File: config.mk
export PLATFORM = sky130hd
export DESIGN_NAME = errlog_seq
export DESIGN_NICKNAME = d
export VERILOG_FILES = /design/src/rtl/errlog_pkg.sv /design/src/rtl/errlog_pend_counter.sv /design/src/rtl/errlog_hdr_mux.sv /design/src/rtl/errlog_seq_fsm.sv /design/src/rtl/errlog_seq.sv
export SDC_FILE = /design/constraint.sdc
export NUM_CORES = 1
export LEC_CHECK = 0
export CAP_MARGIN = 10
export CORE_ASPECT_RATIO = 0.75
export CORE_MARGIN = 4
export CORE_UTILIZATION = 42
export DETAILED_ROUTE_END_ITERATION = 16
export GPL_TIMING_DRIVEN = 0
export PLACE_DENSITY = 0.76
export SYNTH_ARGS = -nofsm -noshare
export SYNTH_HDL_FRONTEND = slang
export SYNTH_HIERARCHICAL = 1
export SYNTH_SLANG_ARGS = --single-unit
File: constraint.sdc
create_clock -name clk -period 2.4 [get_ports clk]
set_clock_uncertainty 0.2 [all_clocks]
set_input_delay 0.24 -clock clk [delete_from_list [all_inputs] [get_ports clk]]
set_output_delay 0.24 -clock clk [all_outputs]
set_load 0.005 [all_outputs]
File: src/rtl/errlog_pkg.sv
package errlog_pkg;
    typedef enum logic [1:0] {
        ST_IDLE  = 2'd0,
        ST_WRITE = 2'd1,
        ST_FLAG  = 2'd2,
        ST_DONE  = 2'd3
    } seq_state_t;

    localparam int FLAG_W   = 7;
    localparam int ERR_LO   = 2;
    localparam int LOG_BIT  = 6;
    localparam int KIND_W   = 2;
endpackage

File: src/rtl/errlog_pend_counter.sv
module errlog_pend_counter #(
    parameter int CNT_W = 4
) (
    input  logic clk,
    input  logic rst,
    input  logic np_issue,
    input  logic np_cpl,
    output logic cpl_pend
);
    localparam logic [CNT_W-1:0] MAXV = {CNT_W{1'b1}};
    localparam logic [CNT_W-1:0] ONE  = CNT_W'(1);

    logic [CNT_W-1:0] cnt_q;

    always_ff @(posedge clk) begin
        if (rst) begin
            cnt_q <= '0;
        end else if (np_issue && !np_cpl && cnt_q != MAXV) begin
            cnt_q <= cnt_q + ONE;
        end else if (np_cpl && !np_issue && cnt_q != '0) begin
            cnt_q <= cnt_q - ONE;
        end
    end

    assign cpl_pend = (cnt_q != '0);

    // a lone issue strobe below the top adds exactly one
    assert_cnt_inc_R9: assert property (@(posedge clk) disable iff (rst)
        (np_issue && !np_cpl && cnt_q != MAXV) |=> (cnt_q == $past(cnt_q) + ONE));
    // saturation at the top and at zero
    assert_cnt_sat_top_R10: assert property (@(posedge clk) disable iff (rst)
        (cnt_q == MAXV && !np_cpl) |=> (cnt_q == MAXV));
    assert_cnt_sat_zero_R10: assert property (@(posedge clk) disable iff (rst)
        (cnt_q == '0 && !np_issue) |=> (cnt_q == '0));
endmodule

File: src/rtl/errlog_hdr_mux.sv
module errlog_hdr_mux #(
    parameter int DATA_W    = 32,
    parameter int WORDS     = 4,
    parameter int ADDR_W    = 12,
    parameter logic [11:0] BASE_ADDR = 12'h81C,
    parameter int ADDR_STEP = 4,
    localparam int HDR_W    = DATA_W * WORDS,
    localparam int IDX_W    = (WORDS > 1) ? $clog2(WORDS) : 1
) (
    input  logic [HDR_W-1:0]  hdr,
    input  logic [IDX_W-1:0]  idx,
    output logic [DATA_W-1:0] word,
    output logic [ADDR_W-1:0] addr
);
    logic [DATA_W-1:0] words [WORDS];

    // word 0 is the most significant slice of the header
    for (genvar k = 0; k < WORDS; k++) begin : g_slice
        assign words[k] = hdr[HDR_W-1-k*DATA_W -: DATA_W];
    end

    assign word = words[idx];
    assign addr = ADDR_W'(BASE_ADDR) + ADDR_W'(idx) * ADDR_W'(ADDR_STEP);
endmodule

File: src/rtl/errlog_seq_fsm.sv
module errlog_seq_fsm
    import errlog_pkg::*;
#(
    parameter int DATA_W = 32,
    parameter int WORDS  = 4,
    localparam int HDR_W = DATA_W * WORDS,
    localparam int IDX_W = (WORDS > 1) ? $clog2(WORDS) : 1
) (
    input  logic              clk,
    input  logic              rst,
    input  logic              req_valid,
    input  logic [KIND_W-1:0] req_kind,
    input  logic              req_log,
    input  logic [HDR_W-1:0]  req_hdr,
    input  logic              mgmt_ack,
    output logic [IDX_W-1:0]  word_idx,
    output logic [HDR_W-1:0]  hdr_q,
    output logic              mgmt_wr,
    output logic              busy,
    output logic              done,
    output logic [FLAG_W-1:0] err_flags
);
    localparam logic [IDX_W-1:0] LAST_IDX = IDX_W'(WORDS - 1);

    seq_state_t        state_q, state_d;
    logic [KIND_W-1:0] kind_q;
    logic              log_q;
    logic [IDX_W-1:0]  idx_q;

    // next-state logic
    always_comb begin
        state_d = state_q;
        unique case (state_q)
            ST_IDLE:  if (req_valid) state_d = req_log ? ST_WRITE : ST_FLAG;
            ST_WRITE: if (mgmt_ack && idx_q == LAST_IDX) state_d = ST_FLAG;
            ST_FLAG:  state_d = ST_DONE;
            ST_DONE:  state_d = ST_IDLE;
            default:  state_d = ST_IDLE;
        endcase
    end

    // state register and captured request
    always_ff @(posedge clk) begin
        if (rst) begin
            state_q <= ST_IDLE;
            kind_q  <= '0;
            log_q   <= 1'b0;
            idx_q   <= '0;
            hdr_q   <= '0;
        end else begin
            state_q <= state_d;
            if (state_q == ST_IDLE && req_valid) begin
                kind_q <= req_kind;
                log_q  <= req_log;
                hdr_q  <= req_hdr;
                idx_q  <= '0;
            end else if (state_q == ST_WRITE && mgmt_ack && idx_q != LAST_IDX) begin
                idx_q <= idx_q + IDX_W'(1);
            end
        end
    end

    // outputs
    always_comb begin
        mgmt_wr   = 1'b0;
        busy      = 1'b1;
        done      = 1'b0;
        err_flags = '0;
        unique case (state_q)
            ST_IDLE:  busy = 1'b0;
            ST_WRITE: mgmt_wr = 1'b1;
            ST_FLAG: begin
                err_flags[ERR_LO + int'(kind_q)] = 1'b1;
                err_flags[LOG_BIT]               = log_q;
            end
            ST_DONE:  done = 1'b1;
            default:  busy = 1'b0;
        endcase
    end

    assign word_idx = idx_q;

    // log-header flag never appears without an error bit
    assert_log_with_err_R5: assert property (@(posedge clk) disable iff (rst)
        err_flags[LOG_BIT] |-> (|err_flags[ERR_LO+3:ERR_LO]));
    // flags last a single cycle
    assert_flag_single_R5: assert property (@(posedge clk) disable iff (rst)
        (|err_flags) |=> (err_flags == '0));
    // one error bit at most, low bits never used
    assert_err_onehot_R6: assert property (@(posedge clk) disable iff (rst)
        $onehot0(err_flags[ERR_LO+3:ERR_LO]) && err_flags[1:0] == 2'b00);
    // done is a single-cycle pulse after the flag cycle
    assert_done_after_flag_R8: assert property (@(posedge clk) disable iff (rst)
        $rose(done) |-> $past(|err_flags));
    assert_done_pulse_R8: assert property (@(posedge clk) disable iff (rst)
        done |=> !done && !busy);
    // no write strobe outside a running report
    assert_idle_quiet_R2: assert property (@(posedge clk) disable iff (rst)
        !busy |-> (!mgmt_wr && err_flags == '0));
endmodule

File: src/rtl/errlog_seq.sv
module errlog_seq
    import errlog_pkg::*;
#(
    parameter int DATA_W    = 32,
    parameter int WORDS     = 4,
    parameter int ADDR_W    = 12,
    parameter logic [11:0] BASE_ADDR = 12'h81C,
    parameter int ADDR_STEP = 4,
    parameter int CNT_W     = 4,
    localparam int HDR_W    = DATA_W * WORDS,
    localparam int IDX_W    = (WORDS > 1) ? $clog2(WORDS) : 1
) (
    input  logic              clk,
    input  logic              rst,
    input  logic              req_valid,
    input  logic [1:0]        req_kind,
    input  logic              req_log,
    input  logic [HDR_W-1:0]  req_hdr,
    output logic              busy,
    output logic              done,
    output logic [ADDR_W-1:0] mgmt_addr,
    output logic [DATA_W-1:0] mgmt_wdata,
    output logic              mgmt_wr,
    input  logic              mgmt_ack,
    output logic [6:0]        err_flags,
    input  logic              np_issue,
    input  logic              np_cpl,
    output logic              cpl_pend
);
    logic [IDX_W-1:0] word_idx;
    logic [HDR_W-1:0] hdr_q;

    errlog_seq_fsm #(.DATA_W(DATA_W), .WORDS(WORDS)) u_fsm (
        .clk       (clk),
        .rst       (rst),
        .req_valid (req_valid),
        .req_kind  (req_kind),
        .req_log   (req_log),
        .req_hdr   (req_hdr),
        .mgmt_ack  (mgmt_ack),
        .word_idx  (word_idx),
        .hdr_q     (hdr_q),
        .mgmt_wr   (mgmt_wr),
        .busy      (busy),
        .done      (done),
        .err_flags (err_flags)
    );

    errlog_hdr_mux #(
        .DATA_W(DATA_W), .WORDS(WORDS), .ADDR_W(ADDR_W),
        .BASE_ADDR(BASE_ADDR), .ADDR_STEP(ADDR_STEP)
    ) u_mux (
        .hdr  (hdr_q),
        .idx  (word_idx),
        .word (mgmt_wdata),
        .addr (mgmt_addr)
    );

    errlog_pend_counter #(.CNT_W(CNT_W)) u_cnt (
        .clk      (clk),
        .rst      (rst),
        .np_issue (np_issue),
        .np_cpl   (np_cpl),
        .cpl_pend (cpl_pend)
    );

    // an unacknowledged write holds strobe, address and data
    assert_wr_hold_R4: assert property (@(posedge clk) disable iff (rst)
        (mgmt_wr && !mgmt_ack) |=> (mgmt_wr && $stable(mgmt_addr) && $stable(mgmt_wdata)));
    // an acknowledge that is not the last one moves to the next address
    assert_addr_step_R3: assert property (@(posedge clk) disable iff (rst)
        (mgmt_wr && mgmt_ack && mgmt_addr != ADDR_W'(BASE_ADDR) + ADDR_W'((WORDS-1)*ADDR_STEP))
        |=> (mgmt_wr && mgmt_addr == $past(mgmt_addr) + ADDR_W'(ADDR_STEP)));
    // flags follow the last acknowledged write
    assert_flag_after_last_R5: assert property (@(posedge clk) disable iff (rst)
        err_flags[LOG_BIT] |-> $past(mgmt_wr && mgmt_ack));
endmodule

# Yosys cells after proc, flatten, opt, wreduce, memory -nomap -nowiden
# Index checks and enable logic that the tools add are counted.
[totals] regBits=139
[op_classes] n_addsub=5 n_lt_le_gt_ge=3 n_eq_ne=8 muxes=15 bitwise=1 reduce_logical=16
[op_table] cell="binary-select mux 32 bit (select 2 bit)" n=1
[op_table] cell="2-to-1 mux 32 bit" n=2
[op_table] cell="greater-or-equal comparator 32 x 1 -> 1 bit (second input constant)" n=1
[op_table] cell="less-than comparator 32 x 5 -> 1 bit (second input constant)" n=1
[op_table] cell="adder 12 x 4 -> 12 bit (first input constant)" n=1
[op_table] cell="logical AND 1 bit" n=9
[op_table] cell="2-to-1 mux 4 bit" n=2
[op_table] cell="case mux 2 bit (4 select lines)" n=1
[op_table] cell="2-to-1 mux 7 bit" n=1
[op_table] cell="equality test 2 bit (second input constant)" n=3
[op_table] cell="2-to-1 mux 2 bit" n=3
[op_table] cell="adder 4 x 1 -> 4 bit (second input constant)" n=1
[op_table] cell="2-to-1 mux 1 bit" n=4
[op_table] cell="inequality test 2 bit (second input constant)" n=2
[op_table] cell="inequality test 4 bit (second input constant)" n=1
[op_table] cell="nonzero test 4 bit" n=1
[op_table] cell="subtractor 4 x 1 -> 4 bit (second input constant)" n=1
[op_table] cell="adder 2 x 2 -> 3 bit (first input constant)" n=1
[op_table] cell="demux 1 bit (select 3 bit)" n=1
[op_table] cell="greater-or-equal comparator 3 bit (second input constant)" n=1
[op_table] cell="inverter 2 -> 3 bit" n=1
[op_table] cell="adder 2 x 1 -> 2 bit (second input constant)" n=1
[op_table] cell="equality test 2 x 1 -> 1 bit (second input constant)" n=1
[op_table] cell="logical NOT 1 bit" n=2
[op_table] cell="5 further kinds" n=5

# Depth between registers and ports, before layout
[logic_depth] ltp_word=6 depth_mapped=8 depth_no_buf=7

# Hierarchy
# Netlist, hierarchy kept.
[modules_own_cells] mod="errlog_seq_fsm" instances=1 cells_per_inst=608 area_per_inst_um2=4849.7 seq_area_each_um2=2702.6
[modules_own_cells] mod="errlog_hdr_mux" instances=1 cells_per_inst=56 area_per_inst_um2=929.6 seq_area_each_um2=0.0
[modules_own_cells] mod="errlog_pend_counter" instances=1 cells_per_inst=27 area_per_inst_um2=272.8 seq_area_each_um2=80.1

# Worst setup path after synthesis
# Ideal clock, no wire load.
[synth_timing] path_kind="register -> register" start="register u_cnt.cnt_q[0]" end="register u_cnt.cnt_q[3]" setup_time_ns=0.121 arrival_time_ns=1.887 required_ns=2.079 path_slack_ns=0.191 path_stages_with_launch=8 path_buffers=0 synth_period_minus_slack_ns=2.209 path_cell_list="dfxtp_1 -> nand4_1 -> nand2_1 -> ha_1 -> a21o_2 -> a21oi_1 -> mux2_2 -> mux2_4"
[synth_between] elab_chain_cells=3 elab_cells_between_ends=9
[synth_lines] element="start, declared" line="errlog_pend_counter.sv:13" rtl="logic [CNT_W-1:0] cnt_q;"
[synth_lines] element="start signal, assigned" line="errlog_pend_counter.sv:19" rtl="cnt_q <= cnt_q + ONE;"
[synth_lines] element="start signal, assigned" line="errlog_pend_counter.sv:21" rtl="cnt_q <= cnt_q - ONE;"
[synth_lines] element="subtractor 4 x 1 -> 4 bit (tied with other cells)" line="errlog_pend_counter.sv:21"
[synth_lines] element="2-to-1 mux 4 bit (tied with other cells)" line="errlog_pend_counter.sv:20" rtl="end else if (np_cpl && !np_issue && cnt_q != '0) begin"
[synth_lines] element="2-to-1 mux 4 bit or nonzero test 2 bit (tied branches)"
# Several ways; a longest one is shown, not always the timed one. The select of a mux whose other input is x is not followed.
# A chain may end at the register's enable or synchronous reset.

# Final worst setup path
[layout_timing] start="register u_cnt.cnt_q[1]" end="output cpl_pend"
[layout_between] elab_chain_cells=1
[layout_lines] element="nonzero test 4 bit" line="errlog_pend_counter.sv:25" rtl="assign cpl_pend = (cnt_q != '0);"
[layout_lines] element="end, declared" line="errlog_seq.sv:28" rtl="output logic cpl_pend"
# Every way passes these cells.

==> summary.txt <==
Run status
  – Outcome: complete, no violations

Cells and area
  – # nets final: 1051
  – Post-Route Utilization: 63.3%
  – Storage element area: 2790 µm²
  – ANT cells: 0
  – Layout cells sized above 1: 13.2%
  – Fill count: 1211
  – Multi-input logic area: 2860 µm²
  – Design area: 8820 µm²
  – Area grow syn2layout: 45.7%

Logic synthesis
  – Area leader, netlist: dfxtp_1
  – Synthesized area: 6050 µm²
  – Synth Area in Adders: 2.40%
  – Synth Area in Compound Gates: 12.1%
  – Netlist cell types: 41
  – Largest family of logic cells by synthesized area: simple AND/OR/NAND/NOR gates
  – Synth Flop Type: dfxtp_1
  – Simple-gate area share of the yosys netlist: 18.6%
  – Synth top area share: 46.0%
  – Synth warn: 6
  – Count leader, synth: nand2_1
  – Post-Syn Area per Cell: 8.76 µm²
  – Most instantiated cells after synthesis: 265 x nand2_1, 139 x dfxtp_1, 134 x a21oi_1
  – Post-synthesis mux area share: 13.0%
  – Register area share after synthesis: 46.0%
  – Mapped Cells: 691
  – Asr flop ratio synth: 0%
  – Synth area leaders: dfxtp_1 46%, nand2_1 16%, a21oi_1 11%, mux4_2 11%, ha_1 2.1%
  – #FFs+latches synth: 139
  – EDFF count, synth: 0
  – XOR/XNOR share of the synthesized area: 0.434%

Critical path
  – Critical Path Start Type: flop
  – CP Cell Sequence: or4_2 -> clkdlybuf4s50_1
  – Critical path's largest stage delay: 650 ps
  – Endpoint class of the critical path: output pin
  – Critical Path RT: 1960 ps
  – Crit path kind: reg2out
  – Crit path DAT: 1890 ps
  – Crit path from: u_cnt/cnt_q[1]
  – Crit path max fanout: 6
  – R2r startpoint: u_cnt/cnt_q[2]
  – CP max stage cell: or4_2

Place
  – HPWL Detailed: 13600 µm
  – Cell Area, Placed: 8130 µm²
  – GPL Wtd Cong: 0.824
  – PortBufs: 181

STA
  – Final critical-path required period: 2330 ps
  – Setup tns final: 0 ps
  – Slew Limit Fails: 0
  – Endpoints failing setup: 0
  – Final worst path period share: 97.0%
  – Minimum hold slack: 175 ps
  – Hold violation count in the final report: 0
  – Unrepaired setup endpoints after global routing: false
  – Max_slew headroom: 55.4%
  – Tightest Pin Transition: 670 ps
  – Fmax: 430 MHz

Route
  – Avg Vias per Cell: 5.00
  – # DRC: 0
  – WL/cell: 17.1 µm
  – First-pass iteration count of the detailed router: 6
  – Post-route ant nets: 0
  – Vias: 5560
  – Starting DRT DRC Count: 303
  – WL final: 19000 µm

Global routing
  – Overflow after GRT: 0
  – Busiest layer in global routing: met2
  – Largest net degree at the start of global routing: 17
  – Grt met2 use: 35.7%
  – First-pass GRT wire length: 29700 µm
  – GRT Total Usage: 23.0%
  – Initial antenna violation count: 0
  – Global-route met1 utilization: 31.5%
  – Vias in the first global route: 5588
  – Met3 usage: 7.12%

Pwr
  – Switching Share: 28.2%
  – P_int: 5.00 mW
  – Leakage power: 3.50 nW
  – Tot Pwr: 6.96 mW
  – Pwr Density: 790 nW/µm²
  – Sequential share of power: 39.0%
  – Power share of the combinational group: 22.2%
  – Switch Pwr: 1.96 mW
  – Clock power frac: 38.9%
  – Worst vdd ir: 427 µV

Clocking
  – Clock sink count: 139
  – H-tree Lvls: 4
  – Worst-path clk slew: 60 ps
  – Clock Root Buffer: clkbuf_16
  – CTS Hold Buffers Added: 0
  – CTS Buffer Depth: 2
  – CTS buffer count: 17
  – TritonCTS clock tree: yes
  – Worst skew pair latency: 400 ps

Die
  – Starting Density: 43.4%
  – Die width: 147 µm
  – Die Area: 16400 µm²
  – Core Region: 13900 µm²
  – Num rows: 37
  – Die Y: 112 µm
  – I/O pins: 192

Flow run
  – Max-cap viol count: 0

Hold path
  – HP Start: req_hdr[92]
  – Hold WC Path Type: in2reg
## final timing paths
path | to | slack (ps) | depth (start not counted)
worst max-delay path | cpl_pend | 70 | 2
worst max register to register | u_cnt/cnt_q[3] | 120 | 7
worst min register to register | u_fsm/hdr_q[95] | 250 | 2
worst min-delay path | u_fsm/hdr_q[92] | 180 | 3
## flip-flops by register name, indices dropped and copies added, names as in the netlist
signal,cells
u_fsm/hdr_q,128
u_fsm/log_q,1
u_fsm/word_idx,2
u_cnt/cnt_q,4
u_fsm/state_q,2
u_fsm/kind_q,2
## cell families (layout without fill, tap and decap cells)
family                   count (synthesis)  after routing
XOR/XNOR                                 3              3
adder cells (fa/ha/maj)                 11             11
AO/OA/AOI/OAI                          142            142
flip-flops                             139            139
other                                    3             10
AND/OR/NAND/NOR                        287            287
multiplexers                            37             37
buffers and inverters                   69            287
## layout make-up
cell class	instances	share of cell area [%]
clock inverter	12	1.84
sequential	139	31.6
multi-input combinational	490	32.5
clock buffer	20	5.07
inverter	7	0.298
buffer	62	5.08
timing repair buffer	186	20.8
tap	195	2.77
## per-layer routing
layer / vias to the layer above / part of all wire (%)
met5: - / 0
met4: 0 / 0.77
met3: 15 / 8.7
met2: 221 / 45
met1: 2606 / 45
li1: 2718 / -
## cell usage in the layout (no fill, tap or decap), types with 2 or more instances in the layout
master           netlist  layout
buf_12                 3       5
clkbuf_1              15      16
mux2i_1                3       3
inv_6                  0       3
o21ai_0                2       2
nand2_1              265     265
buf_4                 10      15
xnor2_1                2       2
dfxtp_2                0       3
ha_1                  10       9
clkdlybuf4s50_1        0     148
nor2_1                 5       5
dlygate4sd2_1          0      30
clkdlybuf4s15_1        0       2
and2b_1                2       2
nand2b_1               2       2
clkbuf_8               0       2
buf_1                  3       3
clkbuf_16              0      18
buf_6                  9       8
clkinvlp_4             0       5
and2_1                 2       2
a21oi_1              134     134
mux4_1                 3       3
dfxtp_1              139     135
buf_2                 22      19
mux4_2                29      29
conb_1                 3      10
bufinv_16              0       3
nor3_1                 2       2
inv_1                  7       6
## power by group through the flow
| stage | logic, mW | clock network [mW] | registers [mW] |
|---|---|---|---|
| final | 1.54 | 2.71 | 2.71 |
| after global routing | 1.69 | 2.85 | 2.74 |
| after CTS | 1.54 | 2.74 | 2.71 |
| after detailed placement | 1.56 | 0 | 2.76 |
| after global placement | 1.54 | 0 | 2.75 |
| after floorplan | 0.887 | 0 | 2.71 |
## stage by stage
step	setup slack [ps]	cells
floorplan	191	698
global placement	-209	1074
detailed placement	-238	1074
CTS	18.0	1110
global route	7.03	1111
finish	72.0	1111
## critical path, delay by kind of cell (launching register included)
family	cells	cell delay, ps
flip-flops	1	350
AND/OR/NAND/NOR	1	650
buffers and inverters	1	470
## what timing repair did
item | in CTS | in global routing
endpoints found under the setup margin | 35 | 6
resized for setup | 47 | 8
cloned | 0 | 1
buffers inserted | 4 | 0
hold endpoints to repair | 0 | 0
Note: power is estimated with default switching activity, not from simulation.
